==> config.mk <==
export PLATFORM = sky130hd
export DESIGN_NAME = gamma_pwl_builder
export DESIGN_NICKNAME = d
export VERILOG_FILES = /design/src/rtl/pwl_pkg.sv /design/src/rtl/pwl_seg_seq.sv /design/src/rtl/pwl_restoring_div.sv /design/src/rtl/pwl_entry_pack.sv /design/src/rtl/gamma_pwl_builder.sv
export SDC_FILE = /design/constraint.sdc
export NUM_CORES = 1
export LEC_CHECK = 0
export BUFFER_PORTS_ARGS = -buffer_cell sky130_fd_sc_hd__buf_2
export CORE_MARGIN = 10
export CORE_UTILIZATION = 40
export CTS_BUF_LIST = sky130_fd_sc_hd__clkbuf_2 sky130_fd_sc_hd__clkbuf_4 sky130_fd_sc_hd__clkbuf_8
export CTS_CLUSTER_DIAMETER = 80
export CTS_CLUSTER_SIZE = 30
export DETAILED_ROUTE_END_ITERATION = 12
export PLACE_DENSITY_LB_ADDON = 0.15
export SLEW_MARGIN = 20
export SYNTH_ARGS = -nofsm -noshare
export SYNTH_HDL_FRONTEND = slang
export SYNTH_SLANG_ARGS = --single-unit
==> constraint.sdc <==
create_clock -name clk -period 3.4 [get_ports clk]
set_clock_uncertainty 0.05 [all_clocks]
set_input_delay 0.85 -clock clk [delete_from_list [all_inputs] [get_ports clk]]
set_output_delay 0.85 -clock clk [all_outputs]
set_load 0.1 [all_outputs]
==> src/rtl/pwl_pkg.sv <==
package pwl_pkg;
   typedef enum logic [2:0] {
      ST_IDLE  = 3'd0,
      ST_RD_S  = 3'd1,
      ST_RD_E  = 3'd2,
      ST_CAP_E = 3'd3,
      ST_DIV   = 3'd4,
      ST_EMIT0 = 3'd5,
      ST_EMIT1 = 3'd6,
      ST_DONE  = 3'd7
   } pwl_state_e;

   function automatic int unsigned bits_for(input int unsigned n);
      return (n <= 1) ? 1 : $clog2(n);
   endfunction
endpackage

==> src/rtl/pwl_seg_seq.sv <==
module pwl_seg_seq #(
   parameter int unsigned TBL_DEPTH = 256,
   parameter int unsigned NPTS      = 16,
   parameter int unsigned NCOMP     = 3,
   localparam int unsigned AW   = pwl_pkg::bits_for(TBL_DEPTH),
   localparam int unsigned PW   = pwl_pkg::bits_for(NPTS),
   localparam int unsigned CW   = pwl_pkg::bits_for(NCOMP),
   localparam int unsigned STEP = TBL_DEPTH / NPTS
) (
   input  logic          clk,
   input  logic          rst_n,
   input  logic          clear,
   input  logic          advance,
   output logic [CW-1:0] comp,
   output logic [PW-1:0] pt,
   output logic          last,
   output logic [AW-1:0] addr_start,
   output logic [AW-1:0] addr_end
);
   localparam logic [PW-1:0] PT_LAST   = PW'(NPTS - 1);
   localparam logic [CW-1:0] COMP_LAST = CW'(NCOMP - 1);

   logic [CW-1:0] comp_q;
   logic [PW-1:0] pt_q;

   always_ff @(posedge clk or negedge rst_n) begin
      if (!rst_n) begin
         comp_q <= '0;
         pt_q   <= '0;
      end else if (clear) begin
         comp_q <= '0;
         pt_q   <= '0;
      end else if (advance) begin
         if (pt_q == PT_LAST) begin
            pt_q   <= '0;
            comp_q <= (comp_q == COMP_LAST) ? '0 : comp_q + 1'b1;
         end else begin
            pt_q <= pt_q + 1'b1;
         end
      end
   end

   always_comb begin
      comp       = comp_q;
      pt         = pt_q;
      last       = (pt_q == PT_LAST) && (comp_q == COMP_LAST);
      addr_start = AW'(32'(pt_q) * STEP);
      addr_end   = AW'(32'(pt_q) * STEP + (STEP - 1));
   end
endmodule

==> src/rtl/pwl_restoring_div.sv <==
module pwl_restoring_div #(
   parameter int unsigned DVD_W = 16,
   parameter int unsigned DVS_W = 4,
   localparam int unsigned CNT_W = pwl_pkg::bits_for(DVD_W + 1)
) (
   input  logic             clk,
   input  logic             rst_n,
   input  logic             go,
   input  logic [DVD_W-1:0] dividend,
   input  logic [DVS_W-1:0] divisor,
   output logic             fin,
   output logic [DVD_W-1:0] quotient
);
   logic [DVS_W:0]   rem_q;
   logic [DVD_W-1:0] quo_q;
   logic [DVS_W-1:0] dvs_q;
   logic [CNT_W-1:0] cnt_q;
   logic             run_q;
   logic             fin_q;

   logic [DVS_W:0] rem_sh;
   logic           fits;

   always_comb begin
      rem_sh = {rem_q[DVS_W-1:0], quo_q[DVD_W-1]};
      fits   = (rem_sh >= {1'b0, dvs_q});
   end

   always_ff @(posedge clk or negedge rst_n) begin
      if (!rst_n) begin
         rem_q <= '0;
         quo_q <= '0;
         dvs_q <= '0;
         cnt_q <= '0;
         run_q <= 1'b0;
         fin_q <= 1'b0;
      end else begin
         fin_q <= 1'b0;
         if (go) begin
            rem_q <= '0;
            quo_q <= dividend;
            dvs_q <= divisor;
            cnt_q <= CNT_W'(DVD_W);
            run_q <= 1'b1;
         end else if (run_q) begin
            rem_q <= fits ? (rem_sh - {1'b0, dvs_q}) : rem_sh;
            quo_q <= {quo_q[DVD_W-2:0], fits};
            cnt_q <= cnt_q - 1'b1;
            if (cnt_q == CNT_W'(1)) begin
               run_q <= 1'b0;
               fin_q <= 1'b1;
            end
         end
      end
   end

   assign fin      = fin_q;
   assign quotient = quo_q;
endmodule

==> src/rtl/pwl_entry_pack.sv <==
module pwl_entry_pack #(
   parameter int unsigned SAMP_W  = 16,
   parameter int unsigned VAL_W   = 12,
   parameter int unsigned C_FRAC  = 4,
   parameter int unsigned GRAD_W  = 12,
   parameter int unsigned GRAD_FB = 8,
   parameter int unsigned WORD_W  = 32,
   parameter int unsigned X_LSB   = 20,
   parameter int unsigned NPTS    = 16,
   localparam int unsigned PW     = pwl_pkg::bits_for(NPTS),
   localparam int unsigned C_W    = VAL_W + C_FRAC,
   localparam int unsigned X_W    = WORD_W - X_LSB
) (
   input  logic [SAMP_W-1:0] raw_sample,
   output logic [VAL_W-1:0]  sample_val,
   input  logic              ident,
   input  logic [PW-1:0]     pt,
   input  logic [VAL_W-1:0]  start_val,
   input  logic [GRAD_W-1:0] grad_val,
   output logic [WORD_W-1:0] word_off,
   output logic [WORD_W-1:0] word_grad
);
   generate
      if (SAMP_W >= VAL_W) begin : g_trim
         assign sample_val = raw_sample[SAMP_W-1 -: VAL_W];
      end else begin : g_widen
         assign sample_val = {raw_sample, {(VAL_W - SAMP_W){1'b0}}};
      end
   endgenerate

   logic [X_W-1:0]    x_val;
   logic [C_W-1:0]    c_val;
   logic [GRAD_W-1:0] g_val;

   always_comb begin
      x_val = X_W'(pt) << (X_W - PW);
      if (ident) begin
         c_val = C_W'(pt) << (C_W - PW);
         g_val = GRAD_W'(1) << GRAD_FB;
      end else begin
         c_val = {start_val, {C_FRAC{1'b0}}};
         g_val = grad_val;
      end
      word_off                    = '0;
      word_off[WORD_W-1:X_LSB]    = x_val;
      word_off[C_W-1:0]           = c_val;
      word_grad                   = '0;
      word_grad[GRAD_W-1:0]       = g_val;
   end
endmodule

==> src/rtl/gamma_pwl_builder.sv <==
module gamma_pwl_builder #(
   parameter int unsigned TBL_DEPTH = 256,
   parameter int unsigned NPTS      = 16,
   parameter int unsigned NCOMP     = 3,
   parameter int unsigned SAMP_W    = 16,
   parameter int unsigned VAL_W     = 12,
   parameter int unsigned C_FRAC    = 4,
   parameter int unsigned GRAD_W    = 12,
   parameter int unsigned GRAD_FB   = 8,
   parameter int unsigned WORD_W    = 32,
   parameter int unsigned X_LSB     = 20,
   localparam int unsigned AW    = pwl_pkg::bits_for(TBL_DEPTH),
   localparam int unsigned PW    = pwl_pkg::bits_for(NPTS),
   localparam int unsigned CW    = pwl_pkg::bits_for(NCOMP),
   localparam int unsigned IDX_W = pwl_pkg::bits_for(NCOMP * NPTS * 2),
   localparam int unsigned STEP  = TBL_DEPTH / NPTS,
   localparam int unsigned DVD_W = VAL_W + C_FRAC,
   localparam int unsigned DVS_W = pwl_pkg::bits_for(STEP)
) (
   input  logic              clk,
   input  logic              rst_n,
   input  logic              start,
   input  logic              ident,
   output logic              busy,
   output logic              done,
   output logic              tbl_rd_en,
   output logic [CW-1:0]     tbl_rd_comp,
   output logic [AW-1:0]     tbl_rd_addr,
   input  logic [SAMP_W-1:0] tbl_rd_data,
   output logic              ent_we,
   output logic [IDX_W-1:0]  ent_idx,
   output logic [WORD_W-1:0] ent_data
);
   import pwl_pkg::*;

   generate
      if (TBL_DEPTH % NPTS != 0) begin : g_bad_split
         $error("table depth must be a multiple of the point count");
      end
      if (STEP < 2) begin : g_bad_step
         $error("each segment needs at least two samples");
      end
      if (VAL_W + C_FRAC > X_LSB) begin : g_bad_pack
         $error("offset field overlaps the breakpoint field");
      end
      if (GRAD_W > WORD_W || X_LSB >= WORD_W) begin : g_bad_word
         $error("fields do not fit the entry word");
      end
      if (WORD_W - X_LSB < PW) begin : g_bad_x
         $error("breakpoint field too narrow for the point index");
      end
   endgenerate

   pwl_state_e state_q, state_d;
   logic       ident_q;
   logic [VAL_W-1:0]  s_q;
   logic [GRAD_W-1:0] grad_q;

   logic [CW-1:0] comp;
   logic [PW-1:0] pt;
   logic          last;
   logic [AW-1:0] a_start, a_end;
   logic          seq_clear, seq_adv;

   logic [VAL_W-1:0]  samp_val;
   logic [VAL_W-1:0]  e_clamped;
   logic [DVD_W-1:0]  div_dividend;
   logic              div_go, div_fin;
   logic [DVD_W-1:0]  div_quo;
   logic [WORD_W-1:0] w_off, w_grad;

   pwl_seg_seq #(
      .TBL_DEPTH(TBL_DEPTH), .NPTS(NPTS), .NCOMP(NCOMP)
   ) u_seq (
      .clk(clk), .rst_n(rst_n), .clear(seq_clear), .advance(seq_adv),
      .comp(comp), .pt(pt), .last(last),
      .addr_start(a_start), .addr_end(a_end)
   );

   pwl_restoring_div #(
      .DVD_W(DVD_W), .DVS_W(DVS_W)
   ) u_div (
      .clk(clk), .rst_n(rst_n), .go(div_go),
      .dividend(div_dividend), .divisor(DVS_W'(STEP - 1)),
      .fin(div_fin), .quotient(div_quo)
   );

   pwl_entry_pack #(
      .SAMP_W(SAMP_W), .VAL_W(VAL_W), .C_FRAC(C_FRAC), .GRAD_W(GRAD_W),
      .GRAD_FB(GRAD_FB), .WORD_W(WORD_W), .X_LSB(X_LSB), .NPTS(NPTS)
   ) u_pack (
      .raw_sample(tbl_rd_data), .sample_val(samp_val),
      .ident(ident_q), .pt(pt), .start_val(s_q), .grad_val(grad_q),
      .word_off(w_off), .word_grad(w_grad)
   );

   always_comb begin
      e_clamped    = (samp_val < s_q) ? s_q : samp_val;
      div_dividend = {e_clamped - s_q, {C_FRAC{1'b0}}};
      div_go       = (state_q == ST_CAP_E);
      seq_clear    = (state_q == ST_IDLE);
      seq_adv      = (state_q == ST_EMIT1) && !last;
   end

   always_comb begin
      state_d = state_q;
      unique case (state_q)
         ST_IDLE:  if (start) state_d = ident ? ST_EMIT0 : ST_RD_S;
         ST_RD_S:  state_d = ST_RD_E;
         ST_RD_E:  state_d = ST_CAP_E;
         ST_CAP_E: state_d = ST_DIV;
         ST_DIV:   if (div_fin) state_d = ST_EMIT0;
         ST_EMIT0: state_d = ST_EMIT1;
         ST_EMIT1: begin
            if (last)         state_d = ST_DONE;
            else if (ident_q) state_d = ST_EMIT0;
            else              state_d = ST_RD_S;
         end
         ST_DONE:  state_d = ST_IDLE;
         default:  state_d = ST_IDLE;
      endcase
   end

   always_ff @(posedge clk or negedge rst_n) begin
      if (!rst_n) begin
         state_q <= ST_IDLE;
         ident_q <= 1'b0;
         s_q     <= '0;
         grad_q  <= '0;
      end else begin
         state_q <= state_d;
         if (state_q == ST_IDLE && start) ident_q <= ident;
         if (state_q == ST_RD_E)          s_q     <= samp_val;
         if (state_q == ST_DIV && div_fin) grad_q <= div_quo[GRAD_W-1:0];
      end
   end

   logic is_emit;

   always_comb begin
      is_emit     = (state_q == ST_EMIT0) || (state_q == ST_EMIT1);
      busy        = (state_q != ST_IDLE);
      done        = (state_q == ST_DONE);
      tbl_rd_en   = (state_q == ST_RD_S) || (state_q == ST_RD_E);
      tbl_rd_comp = comp;
      tbl_rd_addr = (state_q == ST_RD_E) ? a_end : a_start;
      ent_we      = is_emit;
      ent_idx     = IDX_W'(32'(comp) * (2 * NPTS) + 32'(pt) * 2
                           + ((state_q == ST_EMIT1) ? 1 : 0));
      ent_data    = (state_q == ST_EMIT1) ? w_grad : w_off;
   end
endmodule

Word level (Yosys, flattened, before mapping)

Index checks and enable logic that the tools add are counted.

Input port bits: 20
Bits in registers: 62
Word-level logic and storage cells: 80
Output and inout port bits: 53

Muxes and demuxes: 32
Order comparisons: 2
Reduce and logical (&&, ||, !) cells: 14
Add/subtract/negate cells: 8
Equality and inequality tests: 12

Operators with widths:

| cell                  | count |
|---|---|
| $mux W16              | 3 |
| $mux W32              | 1 |
| $mux W12              | 2 |
| $mux W4               | 6 |
| $pmux W3 S8           | 1 |
| $mux W3               | 5 |
| $eq A3 B3 Y1 const B  | 4 |
| $lt A12 B12 Y1        | 1 |
| $sub A12 B12 Y12      | 1 |
| $mux W5               | 2 |
| $add A8 B4 Y8 const B | 1 |
| $mux W2               | 4 |
| $mux W8               | 1 |
| $add A7 B1 Y7         | 1 |
| $add A7 B5 Y7         | 1 |
| $mux W1               | 7 |
| $eq A3 B2 Y1 const B  | 2 |
| $reduce_bool A2 Y1    | 3 |
| $eq A5 B1 Y1 const B  | 1 |
| $ge A5 B4 Y1          | 1 |
| $sub A5 B1 Y5 const B | 1 |
| $add A4 B1 Y4 const B | 1 |
| $eq A4 B4 Y1 const B  | 1 |
| $logic_and A1 B1 Y1   | 4 |
| other kinds (11)      | 13 |

Logic depth before layout (Yosys ltp)

Depth in word-level cells: 6
Mapped depth: 16
Depth with buffers taken out: 15

Modules after synthesis

A second synthesis with hierarchy kept.

Cells, all modules: 617
Area, all modules: 5124.9 um^2

By module, submodules not included:

| module            | instances | cells an instance | area each (um^2) | sequential area each (um^2) |
|---|---|---|---|---|
| gamma_pwl_builder | 1         | 332               | 2536.2           | 700.7 |
| pwl_restoring_div | 1         | 158               | 1576.5           | 775.7 |
| pwl_entry_pack    | 1         | 79                | 583.1            | 0.0 |
| pwl_seg_seq       | 1         | 48                | 429.2            | 150.1 |

Least setup slack after synthesis

OpenSTA, ideal clock, no wires.

Path kind: register -> output
From: register state_q[0]
To: output ent_data[10]
Buffers on the path: 2
Path slack: -1.047 ns
Cell stages (with the launch flop): 8
Data required time: 2.500 ns
Arrival: 3.547 ns
Path through: dfrtp_1 -> clkbuf_1 -> nor2b_1 -> nand2_1 -> inv_1 -> clkbuf_1 -> nand2_1 -> a21oi_1

Word-level cells in the longest chain between the ends: 2

Ends and longest elaborated chain:

| element                  | line                     | source |
|---|---|---|
| start: declaration       | gamma_pwl_builder.sv:54  | `pwl_state_e state_q, state_d;` |
| start signal: assignment | gamma_pwl_builder.sv:131 | `state_q <= state_d;` |
| $eq A3 B3 Y1             | gamma_pwl_builder.sv:150 | `ent_data = (state_q == ST_EMIT1) ? w_grad : w_off;` |
| $mux W32                 | gamma_pwl_builder.sv:150 |  |
| end: declaration         | gamma_pwl_builder.sv:32  | `output logic [WORD_W-1:0] ent_data` |

No other way between the ends.

Final worst setup path

From: input tbl_rd_data[9]
To: register u_div.quo_q[12], in the netlist u_div.quotient[12]

Word-level cells in the longest chain between the ends: 4

Ends and longest elaborated chain:

| element                | line                    | source |
|---|---|---|
| start: declaration     | gamma_pwl_builder.sv:29 | `input logic [SAMP_W-1:0] tbl_rd_data,` |
| $lt A12 B12 Y1         | gamma_pwl_builder.sv:98 | `e_clamped = (samp_val < s_q) ? s_q : samp_val;` |
| $mux W12 *             | gamma_pwl_builder.sv:98 |  |
| $sub A12 B12 Y12 *     | gamma_pwl_builder.sv:99 | `div_dividend = {e_clamped - s_q, {C_FRAC{1'b0}}};` |
| $mux W16 *             | pwl_restoring_div.sv:39 | `if (go) begin` |
| end signal: assignment | pwl_restoring_div.sv:41 | `quo_q <= dividend;` |
| end signal: assignment | pwl_restoring_div.sv:47 | `quo_q <= {quo_q[DVD_W-2:0], fits};` |
| end: declaration       | pwl_restoring_div.sv:15 | `logic [DVD_W-1:0] quo_q;` |

Every way passes the cells marked *; elsewhere a longest branch is shown, timed or not.
A chain may end at the register's enable or synchronous reset.

==> results.md <==
- Worst Hold Launch: grad_q[2]
- Total Routing Usage GR: 14.3%
- Post-Syn Instances: 442
- Pwr dens: 415 mW/mm^2
- Ys flop type: dfrtp_1
- Final WS setup: -323 ps
- Pleak: 2.74 nW
- DRT Wirelength: 10.6 mm
- HPWL after DPL: 7.72 mm
- Die ar.: 0.0149 mm^2
- Sequential cell area: 0.00155 mm^2
- Grt ovf: 0
- Aggregate negative setup slack: -810 ps
- Clk_lat worst skew: 350 ps
- Fillers: 924
- H-tree depth: 3
- Synth top area cells: dfrtp_1 37%, ha_1 8.7%, mux2i_1 5.3%, mux2_2 4.6%, nand2_1 4.3%
- Total power: 2.36 mW
- Worst VDD drop: 0.000270 V
- Critical path data required time: 3590 ps
- Port buffer count: 56
- CP Launch Type: primary input
- DP Area: 0.00515 mm^2
- Max stage delay cell, worst path: a2111oi_4
- Endpoint type of the worst setup path: flop
- Max_slew headroom: 36.2%
- Post-synthesis sequential area ratio: 37.3%
- Drt initial violations: 144
- Hold Vio Cnt, Final: 0
- WHS Path Cells: 1
- Top cell type by total area after synthesis: dfrtp_1
- Vias per cell: 5.06
- Max Slew Vio Count: 0
- Unique cell type count in the Yosys netlist: 60
- Drt drc: 0
- Vias in the first global route: 3511
- Iteration count of the initial detailed-routing pass: 4
- Critical Path Most Common Cell: buf_6
- Placer congestion estimate: 0.838
- Hold EP: grad_q[2]
- WL/cell: 15.5 um
- Yosys top cell area share: 37.3%
- FFs w/ async S/R, synth: 100%
- Die width: 122 um
- Diode count: 0
- Ys Warns: 0
- Vias: 3460
- WHS: 451 ps
- Global-route wire length before repair: 17.1 mm
- CP max FO: 7
- Worst-margin pin slew: 956 ps
- Largest net degree at the start of global routing: 63
- Area of the multi-input gates: 0.00276 mm^2
- Cell Rows: 37
- Max incr delay on CP: 440 ps
- Post-layout min period: 3720 ps
- Reg-to-Reg End: u_div.quotient[12]
- Final core utilization: 55.6%
- Min-delay worst type: flop to flop
- Fin nets: 594
- Ports: 73
- Reg2Reg Setup Slack: -250 ps
- Worst-path clk slew: 80 ps
- #FFs+latches synth: 62
- Fmax: 269 MHz
- Die Ht: 122 um
- Post-Layout Inst Area: 0.00569 mm^2
- Status: finished, violations left
- Max cap viols: 0
- Worst R2R Start: s_q[9]
- CTS Buffer Depth: 2
- Post-route ant nets: 0
- Starting Density: 40.6%
- Post-synth EDFFs: 0
- Placed cell count: 663
- Cts bufs inserted: 9
- Kind of critical path: primary input to flop
- P&R area growth vs syn: 37.0%
- Final std cells w/o fill: 684
- Initial antenna violation count: 0
- Final Setup Violations: 3
- Violated checks: negative setup slack
- Worst-path cell chain: buf_6 > ha_4 > a211oi_2 > o21ai_2 > a2111oi_4 > buf_6 > mux2i_1 > ha_2 > fa_2 > nand2b_4 > a21oi_2 > o21ba_2 > or2_1 > a2111o_1 > o211a_1
- CP arrival: 3920 ps
- Netlist Area Pre-Place: 0.00416 mm^2
- Placement Setup Slack: -845 ps
- Number of cells on the worst reg-to-reg path: 16
- Num Clock Sinks: 62
- CTS Root Cell: clkbuf_8
- Tcrit/Tclk final: 109%
- Core area: 0.0102 mm^2
- Layout cells sized above 1: 41.1%
- Syn avg cell area: 9.40 um^2
- CTS tree: yes
- RSZ-0062 raised after global routing: yes
cell usage in the layout (no fill, tap or decap), drive strengths merged, types with 2 or more instances in the layout:
cell type,netlist,routed
buf,25,121
dfrtp,62,62
nand2,48,48
nor2,32,32
ha,29,29
mux2,27,27
o21ai,27,27
inv,25,26
a21oi,25,25
mux2i,22,22
conb,1,12
a211oi,11,11
clkbuf,17,10
and2,9,9
nand3,9,9
nor3,7,7
nor2b,7,7
xnor2,6,6
xor2,6,6
and3,5,5
a21o,4,4
nand2b,4,4
a2111oi,3,3
clkinvlp,0,3
or2,3,3
o211ai,2,2
o2111ai,2,2
a31oi,2,2
fa,2,2
sequential cells by signal, indices dropped and copies added, names as in the netlist:
register	flops
grad_q	12
u_seq.comp	2
u_div.quotient	16
ident_q	1
s_q	12
u_div.fin	1
u_div.rem_q	4
state_q	3
u_div.run_q	1
u_seq.pt	4
u_div.dvs_q	1
u_div.cnt_q	5
worst max-delay path, delay by kind of cell:
kind | cells | cell delay (ps)
adder cells (fa/ha/maj) | 3 | 660
AND/OR/NAND/NOR | 2 | 350
AO/OA/AOI/OAI | 7 | 1530
buffers and inverters | 2 | 300
multiplexers | 1 | 210
metal layers:
metal | GRT usage, % | part of all wire [%]
met1 | 17.4 | 44
met2 | 23.6 | 48
met3 | 3.42 | 6.3
met4 | 5.96 | 1.8
met5 | 0 | 0
worst max path at each step:
stage | slack, ps | start | end
after floorplan | -560 | tbl_rd_data[5] | u_div.quotient[15]
after global placement | -830 | tbl_rd_data[9] | u_div.quotient[15]
after detailed placement | -840 | tbl_rd_data[9] | u_div.quotient[15]
after CTS | -350 | tbl_rd_data[13] | u_div.quotient[15]
after global routing | -430 | tbl_rd_data[9] | u_div.quotient[12]
final | -320 | tbl_rd_data[9] | u_div.quotient[12]
synthesized netlist by cell type, types with 7 or more instances:
cell type	number
mux2_1	10
dfrtp_1	62
clkbuf_1	17
nor2b_1	7
a21oi_1	24
nand3_1	9
nor2_1	31
ha_1	29
and2_1	9
o21ai_0	22
a211oi_1	10
inv_1	24
mux2_2	17
nand2_1	48
mux2i_1	22
buf_4	22
final cells by class:
cell class                      count  area share, %
Clock buffer                       10           2.42
Clock inverter                      6           1.23
Sequential cell                    62           27.3
Multi-Input combinational cell    324           48.5
Inverter                           25           1.65
Tap cell                          136           2.99
Timing Repair Buffer              121           16.0
repair_timing:
action | 4_1_cts | 5_1_grt
endpoints found under the setup margin | 6 | 7
resized for setup | 17 | 41
pin swaps | 17 | 20
buffers inserted | 3 | 3
hold buffers | 0 | 0
power breakdown:
group	internal (mW)	switching [mW]	total (mW)
Clock	0.362	0.340	0.703
Sequential	0.856	0.0691	0.925
Combinational	0.357	0.378	0.735
Total	1.58	0.788	2.36
kinds of logic after synthesis:
group | after synthesis | share of synthesized area [%]
other | 1 | 0.0902
buffers and inverters | 67 | 8.28
adder cells (fa/ha/maj) | 31 | 9.70
flip-flops | 62 | 37.3
AND/OR/NAND/NOR | 132 | 15.1
AO/OA/AOI/OAI | 88 | 14.3
XOR/XNOR | 12 | 2.53
multiplexers | 49 | 12.6
(Power assumes the default switching activity.)
